<file path="config.mk">
export PLATFORM = sky130hd
export DESIGN_NAME = in_order_scoreboard
export DESIGN_NICKNAME = d
export VERILOG_FILES = /design/src/rtl/sb_pkg.sv /design/src/rtl/sb_unit_pipe.sv /design/src/rtl/sb_wpend.sv /design/src/rtl/sb_wb_resv.sv /design/src/rtl/sb_issue_ctl.sv /design/src/rtl/in_order_scoreboard.sv
export SDC_FILE = /design/constraint.sdc
export NUM_CORES = 1
export LEC_CHECK = 0
export ABC_AREA = 1
export BUFFER_PORTS_ARGS = -buffer_cell sky130_fd_sc_hd__buf_2
export CORE_ASPECT_RATIO = 0.8
export CORE_UTILIZATION = 32
export CTS_BUF_LIST = sky130_fd_sc_hd__clkbuf_4
export CTS_CLUSTER_DIAMETER = 80
export DETAILED_ROUTE_END_ITERATION = 8
export GPL_TIMING_DRIVEN = 0
export PLACE_DENSITY = 0.59
export RECOVER_POWER = 100
export SLEW_MARGIN = 40
export SYNTH_ARGS = -nofsm -noshare
export SYNTH_HDL_FRONTEND = slang
export SYNTH_SLANG_ARGS = --single-unit
</file>
<file path="constraint.sdc">
create_clock -name clk -period 1.7 [get_ports clk]
set_clock_uncertainty 0.1 [all_clocks]
set_input_delay 0.17 -clock clk [delete_from_list [all_inputs] [get_ports clk]]
set_output_delay 0.17 -clock clk [all_outputs]
set_load 0.05 [all_outputs]
</file>
<file path="src/rtl/sb_pkg.sv">
package sb_pkg;

    localparam int NUM_UNITS = 4;

    typedef enum logic [1:0] {
        UC_INT = 2'd0,
        UC_ADD = 2'd1,
        UC_MUL = 2'd2,
        UC_DIV = 2'd3
    } unit_cls_e;

    function automatic int max_of4(input int a, input int b, input int c, input int d);
        int m;
        m = a;
        if (b > m) m = b;
        if (c > m) m = c;
        if (d > m) m = d;
        return m;
    endfunction

endpackage

</file>
<file path="src/rtl/sb_unit_pipe.sv">
module sb_unit_pipe #(
    parameter int LAT = 1,
    parameter int RW  = 5
) (
    input  logic          clk,
    input  logic          rst_n,
    input  logic          ld,
    input  logic          ld_wen,
    input  logic [RW-1:0] ld_dst,
    output logic          busy,
    output logic          fin_vld,
    output logic          fin_wen,
    output logic [RW-1:0] fin_dst
);

    typedef struct packed {
        logic          vld;
        logic          wen;
        logic [RW-1:0] dst;
    } stage_t;

    typedef struct packed {
        stage_t [LAT-1:0] stg;
    } pipe_state_t;

    pipe_state_t st_d, st_q;

    always_comb begin
        st_d = st_q;
        st_d.stg[0].vld = ld;
        st_d.stg[0].wen = ld & ld_wen;
        st_d.stg[0].dst = ld_dst;
        for (int i = 1; i < LAT; i++) begin
            st_d.stg[i] = st_q.stg[i-1];
        end
    end

    always_ff @(posedge clk) begin
        if (!rst_n) begin
            st_q <= '0;
        end else begin
            st_q <= st_d;
        end
    end

    generate
        if (LAT > 1) begin : g_multi
            always_comb begin
                busy = 1'b0;
                for (int i = 0; i < LAT - 1; i++) begin
                    busy = busy | st_q.stg[i].vld;
                end
            end
        end else begin : g_single
            assign busy = 1'b0;
        end
    endgenerate

    assign fin_vld = st_q.stg[LAT-1].vld;
    assign fin_wen = st_q.stg[LAT-1].wen;
    assign fin_dst = st_q.stg[LAT-1].dst;

endmodule

</file>
<file path="src/rtl/sb_wpend.sv">
module sb_wpend #(
    parameter int NREG = 32,
    parameter int RW   = 5
) (
    input  logic            clk,
    input  logic            rst_n,
    input  logic            set_en,
    input  logic [RW-1:0]   set_reg,
    input  logic            clr_en,
    input  logic [RW-1:0]   clr_reg,
    output logic [NREG-1:0] pend
);

    typedef struct packed {
        logic [NREG-1:0] bits;
    } wp_state_t;

    wp_state_t wp_d, wp_q;

    always_comb begin
        wp_d = wp_q;
        if (clr_en) wp_d.bits[clr_reg] = 1'b0;
        if (set_en) wp_d.bits[set_reg] = 1'b1;
    end

    always_ff @(posedge clk) begin
        if (!rst_n) begin
            wp_q <= '0;
        end else begin
            wp_q <= wp_d;
        end
    end

    assign pend = wp_q.bits;

endmodule

</file>
<file path="src/rtl/sb_wb_resv.sv">
module sb_wb_resv #(
    parameter int SLOTS = 5,
    parameter int LW    = 3
) (
    input  logic             clk,
    input  logic             rst_n,
    input  logic             res_en,
    input  logic [LW-1:0]    res_lat,
    output logic [SLOTS-1:0] slot
);

    typedef struct packed {
        logic [SLOTS-1:0] occ;
    } resv_state_t;

    resv_state_t rv_d, rv_q;

    always_comb begin
        rv_d = '0;
        for (int i = 0; i < SLOTS - 1; i++) begin
            rv_d.occ[i] = rv_q.occ[i+1];
        end
        if (res_en && (int'(res_lat) >= 1) && (int'(res_lat) <= SLOTS - 1)) begin
            rv_d.occ[int'(res_lat) - 1] = 1'b1;
        end
    end

    always_ff @(posedge clk) begin
        if (!rst_n) begin
            rv_q <= '0;
        end else begin
            rv_q <= rv_d;
        end
    end

    assign slot = rv_q.occ;

endmodule

</file>
<file path="src/rtl/sb_issue_ctl.sv">
module sb_issue_ctl
    import sb_pkg::*;
#(
    parameter int NREG  = 32,
    parameter int RW    = 5,
    parameter int SLOTS = 5,
    parameter int LW    = 3
) (
    input  logic                 in_vld,
    input  logic [1:0]           in_cls,
    input  logic [RW-1:0]        in_dst,
    input  logic                 in_wen,
    input  logic [RW-1:0]        in_src1,
    input  logic [RW-1:0]        in_src2,
    input  logic [NUM_UNITS-1:0] unit_busy,
    input  logic [NREG-1:0]      pend,
    input  logic [SLOTS-1:0]     slot,
    input  logic [LW-1:0]        sel_lat,
    output logic                 go,
    output logic [NUM_UNITS-1:0] unit,
    output logic                 stall
);

    logic fu_ok, raw_ok, waw_ok, wb_ok, slot_taken;

    always_comb begin
        slot_taken = 1'b0;
        if (int'(sel_lat) < SLOTS) slot_taken = slot[sel_lat];
        fu_ok  = !unit_busy[in_cls];
        raw_ok = !pend[in_src1] && !pend[in_src2];
        waw_ok = !in_wen || !pend[in_dst];
        wb_ok  = !in_wen || !slot_taken;
        go     = in_vld && fu_ok && raw_ok && waw_ok && wb_ok;
        unit   = '0;
        if (go) unit[in_cls] = 1'b1;
        stall  = in_vld && !go;
    end

endmodule

</file>
<file path="src/rtl/in_order_scoreboard.sv">
module in_order_scoreboard
    import sb_pkg::*;
#(
    parameter int NREG    = 32,
    parameter int LAT_INT = 1,
    parameter int LAT_ADD = 1,
    parameter int LAT_MUL = 3,
    parameter int LAT_DIV = 4,
    parameter int RW      = $clog2(NREG)
) (
    input  logic                    clk,
    input  logic                    rst_n,
    input  logic                    in_vld,
    input  logic [1:0]              in_cls,
    input  logic [RW-1:0]           in_dst,
    input  logic                    in_wen,
    input  logic [RW-1:0]           in_src1,
    input  logic [RW-1:0]           in_src2,
    input  logic                    wb_vld,
    input  logic [RW-1:0]           wb_reg,
    output logic                    iss_go,
    output logic [NUM_UNITS-1:0]    iss_unit,
    output logic                    iss_stall,
    output logic [NUM_UNITS-1:0]    done_vld,
    output logic [NUM_UNITS-1:0]    done_wen,
    output logic [NUM_UNITS*RW-1:0] done_dst
);

    localparam int MAXL  = max_of4(LAT_INT, LAT_ADD, LAT_MUL, LAT_DIV);
    localparam int SLOTS = MAXL + 1;
    localparam int LW    = $clog2(SLOTS + 1);
    localparam int LATS [NUM_UNITS] = '{LAT_INT, LAT_ADD, LAT_MUL, LAT_DIV};

    logic [NUM_UNITS-1:0] unit_busy;
    logic [NREG-1:0]      wp_vec;
    logic [SLOTS-1:0]     wb_slot;
    logic [LW-1:0]        sel_lat;
    logic                 claim_wr;

    always_comb begin
        sel_lat = LW'(LATS[in_cls]);
    end

    assign claim_wr = iss_go && in_wen;

    sb_issue_ctl #(
        .NREG(NREG), .RW(RW), .SLOTS(SLOTS), .LW(LW)
    ) u_ctl (
        .in_vld   (in_vld),
        .in_cls   (in_cls),
        .in_dst   (in_dst),
        .in_wen   (in_wen),
        .in_src1  (in_src1),
        .in_src2  (in_src2),
        .unit_busy(unit_busy),
        .pend     (wp_vec),
        .slot     (wb_slot),
        .sel_lat  (sel_lat),
        .go       (iss_go),
        .unit     (iss_unit),
        .stall    (iss_stall)
    );

    sb_wpend #(.NREG(NREG), .RW(RW)) u_wp (
        .clk    (clk),
        .rst_n  (rst_n),
        .set_en (claim_wr),
        .set_reg(in_dst),
        .clr_en (wb_vld),
        .clr_reg(wb_reg),
        .pend   (wp_vec)
    );

    sb_wb_resv #(.SLOTS(SLOTS), .LW(LW)) u_resv (
        .clk    (clk),
        .rst_n  (rst_n),
        .res_en (claim_wr),
        .res_lat(sel_lat),
        .slot   (wb_slot)
    );

    generate
        for (genvar u = 0; u < NUM_UNITS; u++) begin : g_unit
            sb_unit_pipe #(.LAT(LATS[u]), .RW(RW)) u_pipe (
                .clk    (clk),
                .rst_n  (rst_n),
                .ld     (iss_unit[u]),
                .ld_wen (in_wen),
                .ld_dst (in_dst),
                .busy   (unit_busy[u]),
                .fin_vld(done_vld[u]),
                .fin_wen(done_wen[u]),
                .fin_dst(done_dst[u*RW +: RW])
            );
        end
    endgenerate

endmodule

</file>
# Word level (Yosys, flattened, before mapping)
# Cells that the tools add are included.
[totals]
ff_bits = 75
inputBits = 27
out_inout_bits = 34
word_cells = 102
[op_classes]
n_addsub = 1
order_cmp = 15
n_mux = 26
n_bitwise = 12
n_reduce_logical = 23
[op_table]
columns = ["operator", "n"]
rows = [
  ["$bmux W32 S2", 1],
  ["$mux W32", 2],
  ["$and A32 B32 Y32", 1],
  ["$ge A32 B1 Y1 const B", 1],
  ["$lt A32 B5 Y1 const B", 1],
  ["$not A32 Y32", 1],
  ["$or A32 B32 Y32", 1],
  ["$lt A5 B6 Y1 const B", 4],
  ["$bmux W1 S5", 3],
  ["$logic_and A1 B1 Y1", 13],
  ["$demux W1 S5", 2],
  ["$ge A5 B1 Y1 const B", 2],
  ["$mux W1", 10],
  ["$mux W4", 2],
  ["$logic_not A1 Y1", 7],
  ["$mux W3", 2],
  ["$or A4 B5 Y5", 1],
  ["$and A1 B1 Y1", 4],
  ["$lt A3 B4 Y1 const B", 1],
  ["$sub A3 B1 Y4 const B", 1],
  ["$bmux W1 S3", 1],
  ["$demux W1 S3", 1],
  ["$ge A3 B1 Y1 const B", 1],
  ["$ge A3 B3 Y1 const B", 1],
  ["10 further kinds", 13],
]

# Depth between registers and ports, before layout
# Gate-level depths: netlist of run 1.
[logic_depth]
ltp_word = 14
mapped_depth = 18
ltp_nobuf = 14

# Cells and area by module
# Synthesis of run 1 repeated with hierarchy kept, for this count alone.
[unflattened]
cells_unflattened = 741
area_unflattened_um2 = 4924.7
[modules_own_cells]
columns = ["mod", "n_inst", "cells_per_inst", "area_per_inst_um2", "seq_area_each_um2"]
rows = [
  ["sb_wpend", 1, 206, 1450.1, 640.6],
  ["sb_issue_ctl", 1, 285, 1318.8, 0.0],
  ["sb_unit_pipe (g_unit[3].u_pipe)", 1, 90, 828.3, 560.5],
  ["sb_unit_pipe (g_unit[2].u_pipe)", 1, 66, 604.3, 420.4],
  ["sb_unit_pipe (g_unit[0].u_pipe ...)", 2, 23, 209.0, 140.1],
  ["sb_wb_resv", 1, 42, 282.8, 100.1],
  ["in_order_scoreboard", 1, 6, 22.5, 0.0],
]

# Worst setup path after synthesis of run 1
# No wires, ideal clock.
[synth_path]
kind = "input-to-output"
startpoint = "input port in_dst[1]"
endpoint = "output port iss_stall"
t_arrival_ns = 2.018
required_time_ns = 1.430
setup_slack_ns = -0.588
path_stages = 16
n_path_buf = 3
cell_sequence = "buf_4 > inv_2 > nand2_1 > buf_2 > nor2_1 > nor2_1 > nand2_1 > nand2_1 > nand2_1 > nor2_1 > nand2_1 > nand2_1 > nand2_2 > nor2_8 > buf_6 > nor2_1"
[synth_between]
elab_chain_len = 8
[synth_lines]
columns = ["item", "line_no", "text"]
rows = [
  ["start: declaration", "in_order_scoreboard.sv:15", "input logic [RW-1:0] in_dst,"],
  ["$bmux W1 S5", "sb_issue_ctl.sv:31", "waw_ok = !in_wen || !pend[in_dst];"],
  ["$mux W1 (implied by the code)", "sb_issue_ctl.sv:31", ""],
  ["$logic_not A1 Y1", "sb_issue_ctl.sv:31", ""],
  ["$logic_or A1 B1 Y1", "sb_issue_ctl.sv:31", ""],
  ["$logic_and A1 B1 Y1 (2 in series)", "sb_issue_ctl.sv:33", "go = in_vld && fu_ok && raw_ok && waw_ok && wb_ok;"],
  ["net iss_go", "in_order_scoreboard.sv:21", "output logic iss_go,"],
  ["$logic_not A1 Y1", "sb_issue_ctl.sv:36", "stall = in_vld && !go;"],
  ["$logic_and A1 B1 Y1", "sb_issue_ctl.sv:36", ""],
  ["end: declaration", "in_order_scoreboard.sv:23", "output logic iss_stall,"],
]
# The timed path passes the listed nets, and every way through them passes these cells. The select of a mux whose other input is x is not followed.

# Final worst setup path of run 1
[layout_path]
startpoint = "register u_wp.wp_q (netlist bit u_wp.pend[14])"
endpoint = "register u_resv.rv_q (netlist bit u_resv.slot[3])"
[layout_between]
elab_chain_len = 11
word_cells_on_any_way = 18
cone_classes = "mux: 7; reduce/logical: 11"
[layout_lines]
columns = ["item", "line_no", "text"]
rows = [
  ["start: declaration", "sb_wpend.sv:18", "wp_state_t wp_d, wp_q;"],
  ["start signal: assignment", "sb_wpend.sv:30", "wp_q <= wp_d;"],
  ["$bmux W1 S5", "sb_issue_ctl.sv:30", "raw_ok = !pend[in_src1] && !pend[in_src2];"],
  ["$mux W1 (implied by the code)", "sb_issue_ctl.sv:30", ""],
  ["$logic_not A1 Y1", "sb_issue_ctl.sv:30", ""],
  ["$logic_and A1 B1 Y1", "sb_issue_ctl.sv:30", ""],
  ["$logic_and A1 B1 Y1", "sb_issue_ctl.sv:33", ""],
  ["$logic_and A1 B1 Y1 * (2 in series)", "sb_issue_ctl.sv:33", ""],
  ["$logic_and A1 B1 Y1 *", "in_order_scoreboard.sv:44", "assign claim_wr = iss_go && in_wen;"],
  ["$logic_and A1 B1 Y1 * (2 in series)", "sb_wb_resv.sv:23", "if (res_en && (int'(res_lat) >= 1) && (int'(res_lat) <= SLOTS - 1)) begin"],
  ["$mux W4 *", "sb_wb_resv.sv:23", ""],
  ["end signal: assignment", "sb_wb_resv.sv:32", "rv_q <= rv_d;"],
  ["end: declaration", "sb_wb_resv.sv:16", "resv_state_t rv_d, rv_q;"],
]
# Mark *: on every way between the ends. The rest lies on a longest branch, timed or not. The select of a mux whose other input is x is not followed.
# A chain may end at the register's enable or synchronous reset.

==> impl_metrics.env, run 1 <==
export IMPL_status="finished, violations left"
export IMPL_failed_checks="setup timing"
export IMPL_wl_per_cell_um=14.5
export IMPL_timing_hold_ws_ns=0.0326
export IMPL_crit_buf_inv=10
export IMPL_io_buffers=54
export IMPL_critical_path_class="reg -> reg"
export IMPL_clk_pin_slew_ns=0.13
export IMPL_worst_pin_slew_ns=0.631
export IMPL_p_int_mw=2.64
export IMPL_cts_made_buffers=9
export IMPL_die_h_um=103
export IMPL_grt_first_pass_wirelength_um=20700
export IMPL_power_density_mw_per_mm2=710
export IMPL_clock_fmax_mhz=407
export IMPL_yosys_top_cells_count="150 x nand2_1, 97 x inv_1, 89 x nand3_1, 74 x dfxtp_1, 68 x nor2_1"
export IMPL_postSynth_asyncResetShare_pct=0
export IMPL_clock_latency_ns=0.44
export IMPL_max_slew_margin_rel_pct=58.0
export IMPL_crit_chain="inv_2, buf_4, nand2_1, nand3_1, nand2_1, nand2_1, nand3_1, nand3b_1, nand3_2, nor2_8, buf_12, buf_4, buf_6, buf_6, buf_6, buf_6, buf_4, buf_6, nand4_1, nand2_1"
export IMPL_required_ns=1.93
export IMPL_power_share_clock_pct=32.9
export IMPL_dp_hpwl_um=9500
export IMPL_syn_area_mm2=0.00404
export IMPL_yosys_top_cells_area="dfxtp_1 37%, nand2_1 14%, nand3_1 11%"
export IMPL_wl_um=13200
export IMPL_ys_seq_area_share_pct=36.7
export IMPL_routed_via_density=4.89
export IMPL_min_period_ns=2.46
export IMPL_cts_root_buf="clkbuf_4"
export IMPL_cpMostUsedCell="buf_6"
export IMPL_rows=36
export IMPL_synth_nets=666
export IMPL_fin_cells=908
export IMPL_critical_path_top_delay_family="buffers and inverters"
export IMPL_ant_nets=0
export IMPL_ios=61
export IMPL_dr_total_vias=4442
export IMPL_drt_first_iter_violations=340
export IMPL_cts_tree="built"
export IMPL_grt_pass1_vias=4070
export IMPL_cts_buffer_depth=2
export IMPL_ys_ff_latch=74
export IMPL_fin_area_mm2=0.00535
export IMPL_coreArea_mm2=0.0123
export IMPL_yosys_warnings=0
export IMPL_dp_worst_setup_slack_ns=-0.863
export IMPL_netlist_instances=639
export IMPL_yosysMostFrequentCell="nand2_1"
export IMPL_dpl_cell_count=864
export IMPL_synth_distinct_cells=22
export IMPL_yosys_area_top_type="dfxtp_1"
export IMPL_overflow=0
export IMPL_final_max_slew_viol_count=0
export IMPL_p_comb_share_pct=20.5
export IMPL_ctsHtreeMaxLevel=3
export IMPL_fin_crit_sh_pct=145
export IMPL_die_area_mm2=0.0131
export IMPL_clkSinkCount=74
export IMPL_die_w_um=128
export IMPL_drive_gt1_share_pct=29.1
export IMPL_end_kind="flip-flop"
export IMPL_seqPwrFrac_pct=46.6
export IMPL_drt_pass1_iterations=7
export IMPL_grt_start_max_net_pins=14
export IMPL_drv_cap=0
export IMPL_start_kind="flip-flop"
export IMPL_areaGrowthSynthToFinish_pct=32.3
export IMPL_routabilityCongestion=0.977
export IMPL_leakagePower_nw=2.65
export IMPL_finalSetupViolCount=46
export IMPL_switching_share_pct=30.5
export IMPL_p_sw_mw=1.16
export IMPL_hold_viol=0
export IMPL_synth_ff_type="dfxtp_1"
export IMPL_drcViolationCount=0
export IMPL_synth_edf_count=0
export IMPL_grt_usage_pct=20.8
export IMPL_setup_ws_ns=-0.759
export IMPL_cp_slowest_cell="dfxtp_2"
export IMPL_initial_utilization_pct=33.0
export IMPL_synth_top_area_share_pct=36.7
export IMPL_fin_nets=758
export IMPL_critical_path_max_fanout=7
export IMPL_cpPeakStageDelay_ns=0.38
export IMPL_rsz0062_at_grt="yes"
export IMPL_hold_class="in -> reg"
export IMPL_cp_arrival_ns=2.69
export IMPL_antenna_found_initial=0
export IMPL_vdd_drop_max_mv=0.485
export IMPL_synth_avg_cell_area_um2=6.32
export IMPL_place_area_mm2=0.00464
## flip-flops by register name (all words and copies together), names as in the netlist
name                   count
u_resv.slot                4
g_unit.u_pipe.fin_wen      4
g_unit.u_pipe.st_d        20
u_wp.pend                 32
g_unit.u_pipe.fin_vld      4
g_unit.u_pipe.fin_dst     10
## power by group through the flow
stage | Clock (mW) | Combinational [mW] | Sequential [mW]
finish | 1.25 | 0.778 | 1.77
global route | 1.35 | 0.834 | 1.77
CTS | 1.27 | 0.750 | 1.77
detailed placement | 0 | 0.614 | 1.81
global placement | 0 | 0.607 | 1.81
floorplan | 0 | 0.428 | 1.82
## layout by cell type, fill, tap and decap left out, types with 13 or more instances in the layout
cell type / instances
nand3_1: 78
dfxtp_1: 51
nor2_1: 63
inv_1: 79
a21oi_1: 21
nand2_1: 143
dfxtp_2: 21
buf_4: 37
inv_2: 19
clkbuf_2: 25
clkbuf_1: 13
o21ai_0: 36
buf_6: 17
buf_2: 25
## cells by family after synthesis
kind of cell | count (synthesis) | synth area share, %
AO/OA/AOI/OAI | 85 | 11.3
buffers and inverters | 156 | 18.0
AND/OR/NAND/NOR | 323 | 33.9
flip-flops | 74 | 36.7
other | 1 | 0.0928
## routing by layer
layer,track usage [%],wire [um],vias up
li1,-,-,2175
met1,28.7,6250,2087
met2,33.3,5820,170
met3,5.50,1030,10
met4,3.80,76,0
met5,0,0,-
## worst min-delay path, cell delays in order
cell	delay, ns
clkbuf_1	0.21
nand2_1	0.12
inv_1	0.03
## cell type report
cell class,count,area [um2]
Tap cell,171,214
Inverter,101,387
Antenna cell,1,2.50
Timing Repair Buffer,85,659
Clock buffer,9,67.6
Fill cell,1328,6910
Buffer,51,387
Clock inverter,7,93.8
Sequential cell,74,1520
Multi-Input combinational cell,409,2020
## metrics by stage
stage	util, %	setup TNS (ns)	total power, mW
floorplan	-	-0.905	2.24
global placement	37.8	-26.76	2.42
detailed placement	37.8	-25.79	2.43
CTS	42.4	-27.39	3.80
global route	43.6	-36.44	3.96
finish	43.6	-31.21	3.80
## worst paths after layout
kind,cells after the start,start,to,slack (ns)
max,20,u_wp.pend[14]$_SDFF_PN0_,u_resv.slot[3]$_SDFF_PN0_,-0.76
min reg2reg,2,u_resv.slot[2]$_SDFF_PN0_,u_resv.slot[1]$_SDFF_PN0_,0.31
min,3,rst_n,g_unit[2].u_pipe.st_d[7]$_SDFF_PN0_,0.03
max reg2reg,20,u_wp.pend[14]$_SDFF_PN0_,u_resv.slot[3]$_SDFF_PN0_,-0.76
## repair_timing
action | CTS | global route
setup buffers | 14 | 9
gates cloned | 3 | 0
endpoints found under the hold margin | 6 | 0
resized for setup | 82 | 40
pin swaps | 21 | 24
setup endpoints to repair | 48 | 48
hold buffers | 5 | 0
Power figures use the tool's default switching activity.
==> inputs of run 2 (changes only) <==
==> constraint.sdc (replaced) <==
create_clock -name clk -period 1.7 [get_ports clk]
set_clock_uncertainty 0.1 [all_clocks]
set_input_delay 0.34 -clock clk [delete_from_list [all_inputs] [get_ports clk]]
set_output_delay 0.34 -clock clk [all_outputs]
set_load 0.05 [all_outputs]
==> run 2 against run 1 <==
Against the previous run: the flow still finishes with violations (setup timing); via count shrank 0.70%; flip-flop and latch count is the same; worst hold slack gained 0.024 ns; combinational power grew 1%; highest routed layer unchanged; routed wire length grew 2.5%; worst setup slack lost 0.14 ns; utilization grew 0.93 points; die area is the same.
==> impl_metrics.env, run 2 (synthesis gave the netlist of run 1 again) <==
export IMPL_drcViolationCount=0
export IMPL_leakagePower_nw=2.60
export IMPL_regArea_mm2=0.00151
export IMPL_worst_pin_slew_ns=0.903
export IMPL_final_cell_mix="144 x nand2_1, 79 x inv_1, 63 x nor2_1"
export IMPL_rows=36
export IMPL_dp_hpwl_um=9280
export IMPL_coreArea_mm2=0.0123
export IMPL_drt_first_iter_violations=410
export IMPL_worstSetupStartpoint="in_dst[0]"
export IMPL_ctsHtreeMaxLevel=3
export IMPL_antenna_found_initial=0
export IMPL_max_slew_margin_rel_pct=39.8
export IMPL_multi_input_area_mm2=0.00223
export IMPL_routabilityCongestion=0.933
export IMPL_final_common_cell="nand2_1"
export IMPL_clk_pin_slew_ns=0.11
export IMPL_min_period_ns=2.60
export IMPL_setup_ws_ns=-0.902
export IMPL_hold_viol=0
export IMPL_die_h_um=103
export IMPL_fin_crit_sh_pct=153
export IMPL_crit_chain="buf_4, inv_6, nand2_2, buf_6, nor2_1, nor2_1, nand2_1, nand2_1, nand2_1, nor2_1, nand2_1, nand2_1, nand2_2, nor2_8, buf_12, nand3_2, inv_2, buf_8"
export IMPL_largest_reg_flops=32
export IMPL_failed_checks="setup timing"
export IMPL_fin_nets=743
export IMPL_cts_tree="built"
export IMPL_clkSinkCount=74
export IMPL_final_max_slew_viol_count=0
export IMPL_overflow=0
export IMPL_end_kind="output pin"
export IMPL_hold_start="in_dst[1]"
export IMPL_areaGrowthSynthToFinish_pct=35.2
export IMPL_finalSetupViolCount=48
export IMPL_grt_usage_pct=20.5
export IMPL_status="finished, violations left"
export IMPL_cpPeakStageDelay_ns=0.17
export IMPL_critical_path_max_fanout=10
export IMPL_initial_utilization_pct=33.0
export IMPL_drive_gt1_share_pct=31.8
export IMPL_critical_path_class="in -> out"
export IMPL_hold_class="in -> reg"
export IMPL_clock_fmax_mhz=384
export IMPL_drv_cap=0
export IMPL_dp_worst_setup_slack_ns=-1.23
export IMPL_grt_pass1_vias=4048
export IMPL_wl_um=13500
export IMPL_ios=61
export IMPL_rsz0062_at_grt="yes"
export IMPL_cts_buffer_depth=2
export IMPL_drt_pass1_iterations=5
export IMPL_critical_path_top_delay_family="simple AND/OR/NAND/NOR gates"
export IMPL_grt_first_pass_wirelength_um=20300
export IMPL_cpMostUsedCell="nand2_1"
export IMPL_die_w_um=128
export IMPL_crit_buf_inv=6
export IMPL_reg2reg_from="u_wp.pend[14]$_SDFF_PN0_"
export IMPL_ant_nets=0
export IMPL_clock_latency_ns=0.44
export IMPL_setup_tns_final_ns=-20.97
export IMPL_cts_made_buffers=9
export IMPL_vdd_drop_max_mv=0.306
export IMPL_dpl_cell_count=864
export IMPL_nFillCells=1286
export IMPL_start_kind="input pin"
export IMPL_routed_via_density=4.95
export IMPL_required_ns=1.26
export IMPL_cp_slowest_cell="buf_4"
export IMPL_dr_total_vias=4411
export IMPL_cts_root_buf="clkbuf_4"
export IMPL_cp_arrival_ns=2.16
export IMPL_fin_cells=892
export IMPL_grt_start_max_net_pins=13
export IMPL_power_density_mw_per_mm2=719
export IMPL_antenna_cells=0
export IMPL_wl_per_cell_um=15.2
export IMPL_io_buffers=54
export IMPL_die_area_mm2=0.0131
==> run 2: changes by cell type in the layout (fill, tap and decap cells not counted), moves of 6 or more <==
| cell | change |
|---|---|
| nand3_4 | +12 |
| buf_4 | -11 |
| buf_6 | -8 |
| a21oi_1 | -12 |
| dfxtp_2 | -6 |
| nand3_1 | -17 |
| dfxtp_1 | +6 |
| buf_2 | +7 |
| clkbuf_4 | +6 |
| a21oi_2 | +12 |
==> run 2: area by class of cell <==
cell class                 instances  area share, %
buffer                            51           7.24
clock buffer                      10           1.37
clock inverter                     6           1.92
inverter                         101           7.22
multi-input combinational        409           40.8
sequential                        74           27.6
tap                              171           3.92
timing repair buffer              70           9.88
==> run 2: report_power, final <==
group          leakage (nW)  internal, mW  switching (mW)
registers             0.609          1.76          0.0131
clock network        0.0917         0.751           0.616
logic                  1.90         0.273           0.514
total                  2.60          2.78            1.14
==> run 2: repair_timing <==
item / CTS / global route
setup buffers: 14 / 5
pin swaps: 18 / 31
hold buffers: 0 / 0
cloned: 4 / 0
endpoints found under the setup margin: 48 / 48
gates resized for setup: 90 / 79
==> run 2: worst paths after layout <==
| check | to | cells after the start | slack, ns |
|---|---|---|---|
| min | g_unit[2].u_pipe.st_d[8]$_SDFF_PN0_ | 3 | 0.06 |
| max reg2reg | u_wp.pend[13]$_SDFF_PN0_ | 13 | -0.43 |
| max | iss_unit[0] | 18 | -0.90 |
| min reg2reg | u_resv.slot[1]$_SDFF_PN0_ | 2 | 0.32 |
==> run 2: through the flow <==
step                util (%)  instance area [um2]  power, mW  hold WS, ns
finish                  44.6                 5460       3.92       0.0569
floorplan                  -                 4150       2.24        0.286
detailed placement      37.8                 4640       2.42        0.298
CTS                     42.0                 5140       3.90       0.0316
global route            44.6                 5460       4.08       0.0364
global placement        37.8                 4640       2.41        0.290
==> run 2: layer usage <==
metal / wire (um) / global-route usage (%) / up-vias
li1: - / - / 2141
met1: 6110 / 27.1 / 2074
met2: 6150 / 32.5 / 178
met3: 1070 / 6.54 / 18
met4: 190 / 5.16 / 0
met5: 0 / 0 / -
==> run 2: worst register-to-register path, cell delays in order (launching register included) <==
cell and delay [ns]:
dfxtp_2 0.36, buf_4 0.13, o211ai_1 0.16, nand3_1 0.09, nand3_1 0.12, nand3_1 0.07
nand2_1 0.10, nand2_2 0.09, nor2_8 0.16, buf_12 0.14, buf_12 0.15, buf_8 0.15
nand3_2 0.08, a21oi_2 0.17
==> inputs of run 3 (changes only) <==
==> constraint.sdc (replaced) <==
create_clock -name clk -period 1.7 [get_ports clk]
set_clock_uncertainty 0.1 [all_clocks]
set_input_delay 0.34 -clock clk [delete_from_list [all_inputs] [get_ports clk]]
set_output_delay 0.34 -clock clk [all_outputs]
set_load 0.02 [all_outputs]
==> run 3 against run 2 <==
Against the previous run: the flow still finishes with violations (setup timing); worst hold slack worse by 0.023 ns; critical path depth is 3 lower; fmax is 0.62% higher; final cell count is 0.56% higher; non-clock buffer count is 4 higher; design area is 6.5% lower; critical path type is now reg -> out; critical endpoint is now iss_stall; largest cell class unchanged.
==> impl_metrics.env, run 3 (synthesis gave the netlist of run 1 again) <==
export IMPL_r2r_end="g_unit[0].u_pipe.fin_wen$_SDFF_PN0_"
export IMPL_die_area_mm2=0.0131
export IMPL_clock_fmax_mhz=387
export IMPL_max_slew_margin_rel_pct=61.1
export IMPL_grt_first_pass_wirelength_um=20400
export IMPL_grt_usage_pct=20.6
export IMPL_power_density_mw_per_mm2=694
export IMPL_drv_cap=0
export IMPL_cts_buffer_depth=2
export IMPL_reg2reg_from="u_wp.pend[13]$_SDFF_PN0_"
export IMPL_hold_viol=0
export IMPL_final_cell_mix="141 x nand2_1, 86 x nand3_1, 83 x inv_1"
export IMPL_fin_nets=747
export IMPL_drive_gt1_share_pct=24.0
export IMPL_cp_arrival_ns=2.15
export IMPL_setup_ws_ns=-0.886
export IMPL_wl_per_cell_um=14.8
export IMPL_drt_pass1_iterations=5
export IMPL_rsz0062_at_grt="yes"
export IMPL_gr_max_usage_layer="met2"
export IMPL_final_max_slew_viol_count=0
export IMPL_cts_tree="built"
export IMPL_failed_checks="setup timing"
export IMPL_initial_utilization_pct=33.0
export IMPL_timing_hold_ws_ns=0.0341
export IMPL_die_w_um=128
export IMPL_critical_path_max_fanout=6
export IMPL_dr_total_vias=4407
export IMPL_p_int_mw=2.45
export IMPL_required_ns=1.26
export IMPL_setup_tns_final_ns=-19.77
export IMPL_ctsHtreeMaxLevel=3
export IMPL_status="finished, violations left"
export IMPL_drcViolationCount=0
export IMPL_routabilityCongestion=0.934
export IMPL_seqPwrFrac_pct=50.0
export IMPL_critical_path_class="reg -> out"
export IMPL_switching_share_pct=30.9
export IMPL_leakagePower_nw=2.51
export IMPL_start_kind="flip-flop"
export IMPL_hold_class="in -> reg"
export IMPL_p_comb_share_pct=18.6
export IMPL_routed_via_density=4.91
export IMPL_power_mw=3.55
export IMPL_reg2reg_depth=17
export IMPL_rows=36
export IMPL_crit_chain="inv_2, nor2_1, nor2_1, nand2_1, nand2_1, nand2_1, nor2_1, nand2_1, nand2_2, nand2_4, nor2_8, buf_8, buf_6, nor2_2, buf_6"
export IMPL_grt_use_met3_pct=4.83
export IMPL_grt_start_max_net_pins=14
export IMPL_cpMostUsedCell="nand2_1"
export IMPL_final_common_cell="nand2_1"
export IMPL_power_share_clock_pct=31.4
export IMPL_finalSetupViolCount=47
export IMPL_vdd_drop_max_mv=0.383
export IMPL_final_util_pct=41.7
export IMPL_cp_slowest_cell="dfxtp_1"
export IMPL_ant_nets=0
export IMPL_cts_made_buffers=9
export IMPL_end_kind="output pin"
export IMPL_clkSinkCount=74
export IMPL_largest_reg_flops=32
export IMPL_worstSetupStartpoint="u_wp.pend[13]$_SDFF_PN0_"
export IMPL_grt_use_met1_pct=28.3
export IMPL_r2r_slack_ns=-0.41
export IMPL_antenna_found_initial=1
export IMPL_clock_latency_ns=0.45
export IMPL_io_buffers=54
export IMPL_overflow=0
export IMPL_cp_endpoint="iss_stall"
export IMPL_drt_first_iter_violations=342
export IMPL_cts_root_buf="clkbuf_4"
export IMPL_coreArea_mm2=0.0123
export IMPL_areaGrowthSynthToFinish_pct=26.4
export IMPL_cpPeakStageDelay_ns=0.36
export IMPL_fin_crit_sh_pct=152
export IMPL_worst_pin_slew_ns=0.583
export IMPL_clk_pin_slew_ns=0.13
export IMPL_min_period_ns=2.59
export IMPL_ios=61
export IMPL_grt_pass1_vias=3929
export IMPL_dp_hpwl_um=9410
export IMPL_p_sw_mw=1.10
export IMPL_wl_um=13300
export IMPL_die_h_um=103
export IMPL_use_met2_pct=32.9
[run 3: cell types whose count changed in the layout (fill, tap and decap cells not counted), moves of 8 or more]
cell,before,now
nand3_1,61,86
clkbuf_1,8,30
a21oi_2,24,10
clkbuf_2,22,8
buf_4,26,40
nand3_2,15,3
nand3_4,13,0
buf_2,32,24
a21oi_1,9,23
[run 3: power by group through the flow]
| stage | Clock, mW | Sequential (mW) | Combinational, mW |
|---|---|---|---|
| 2_1_floorplan | 0 | 1.81 | 0.366 |
| 3_3_place_gp | 0 | 1.81 | 0.538 |
| 3_5_place_dp | 0 | 1.81 | 0.544 |
| 4_1_cts | 1.12 | 1.77 | 0.585 |
| 5_1_grt | 1.21 | 1.77 | 0.712 |
| 6_report | 1.11 | 1.77 | 0.661 |
[run 3: final cells by class]
class | instances | area (um2)
Sequential cell | 74 | 1510
Clock buffer | 9 | 67.6
Timing Repair Buffer | 74 | 492
Tap cell | 171 | 214
Fill cell | 1337 | 7140
Inverter | 101 | 399
Buffer | 51 | 385
Antenna cell | 1 | 2.50
Multi-Input combinational cell | 409 | 1970
Clock inverter | 7 | 68.8
[run 3: timing repair]
item / CTS / global route
endpoints found under the setup margin: 48 / 48
gates cloned: 0 / 3
hold buffers: 0 / 0
buffers inserted: 12 / 5
pin swaps: 10 / 17
resized for setup: 45 / 52
[run 3: per-stage QoR]
step                      std cells  setup WS (ns)  instance area [um2]
final                           897         -0.886                 5110
after global routing            897         -0.978                 5110
after global placement          864          -1.20                 4620
after CTS                       889         -0.869                 4900
after floorplan                 639         -0.492                 4130
after detailed placement        864          -1.19                 4620
[run 3: worst max-delay path, delay by kind of cell, from the launching register on]
kind	cells	cell delay (ns)
buffers and inverters	4	0.49
and+or+nand+nor	11	0.85
DFF	1	0.36
[run 3: per-layer routing]
metal | vias up | wire length [um]
met5 | - | 0
met4 | 0 | 250
met3 | 19 | 1180
met2 | 194 | 5760
met1 | 2052 | 6080
li1 | 2142 | -
[run 3: how the worst min path moves through the flow]
stage,startpoint,end,depth (start not counted)
6_report,in_dst[1],g_unit[2].u_pipe.st_d[8]$_SDFF_PN0_,3
4_1_cts,in_dst[1],g_unit[2].u_pipe.st_d[8]$_SDFF_PN0_,3
3_3_place_gp,u_resv.slot[2]$_SDFF_PN0_,u_resv.slot[1]$_SDFF_PN0_,2
2_1_floorplan,u_resv.slot[2]$_SDFF_PN0_,u_resv.slot[1]$_SDFF_PN0_,2
5_1_grt,in_dst[2],g_unit[2].u_pipe.st_d[9]$_SDFF_PN0_,3
3_5_place_dp,u_resv.slot[2]$_SDFF_PN0_,u_resv.slot[1]$_SDFF_PN0_,2
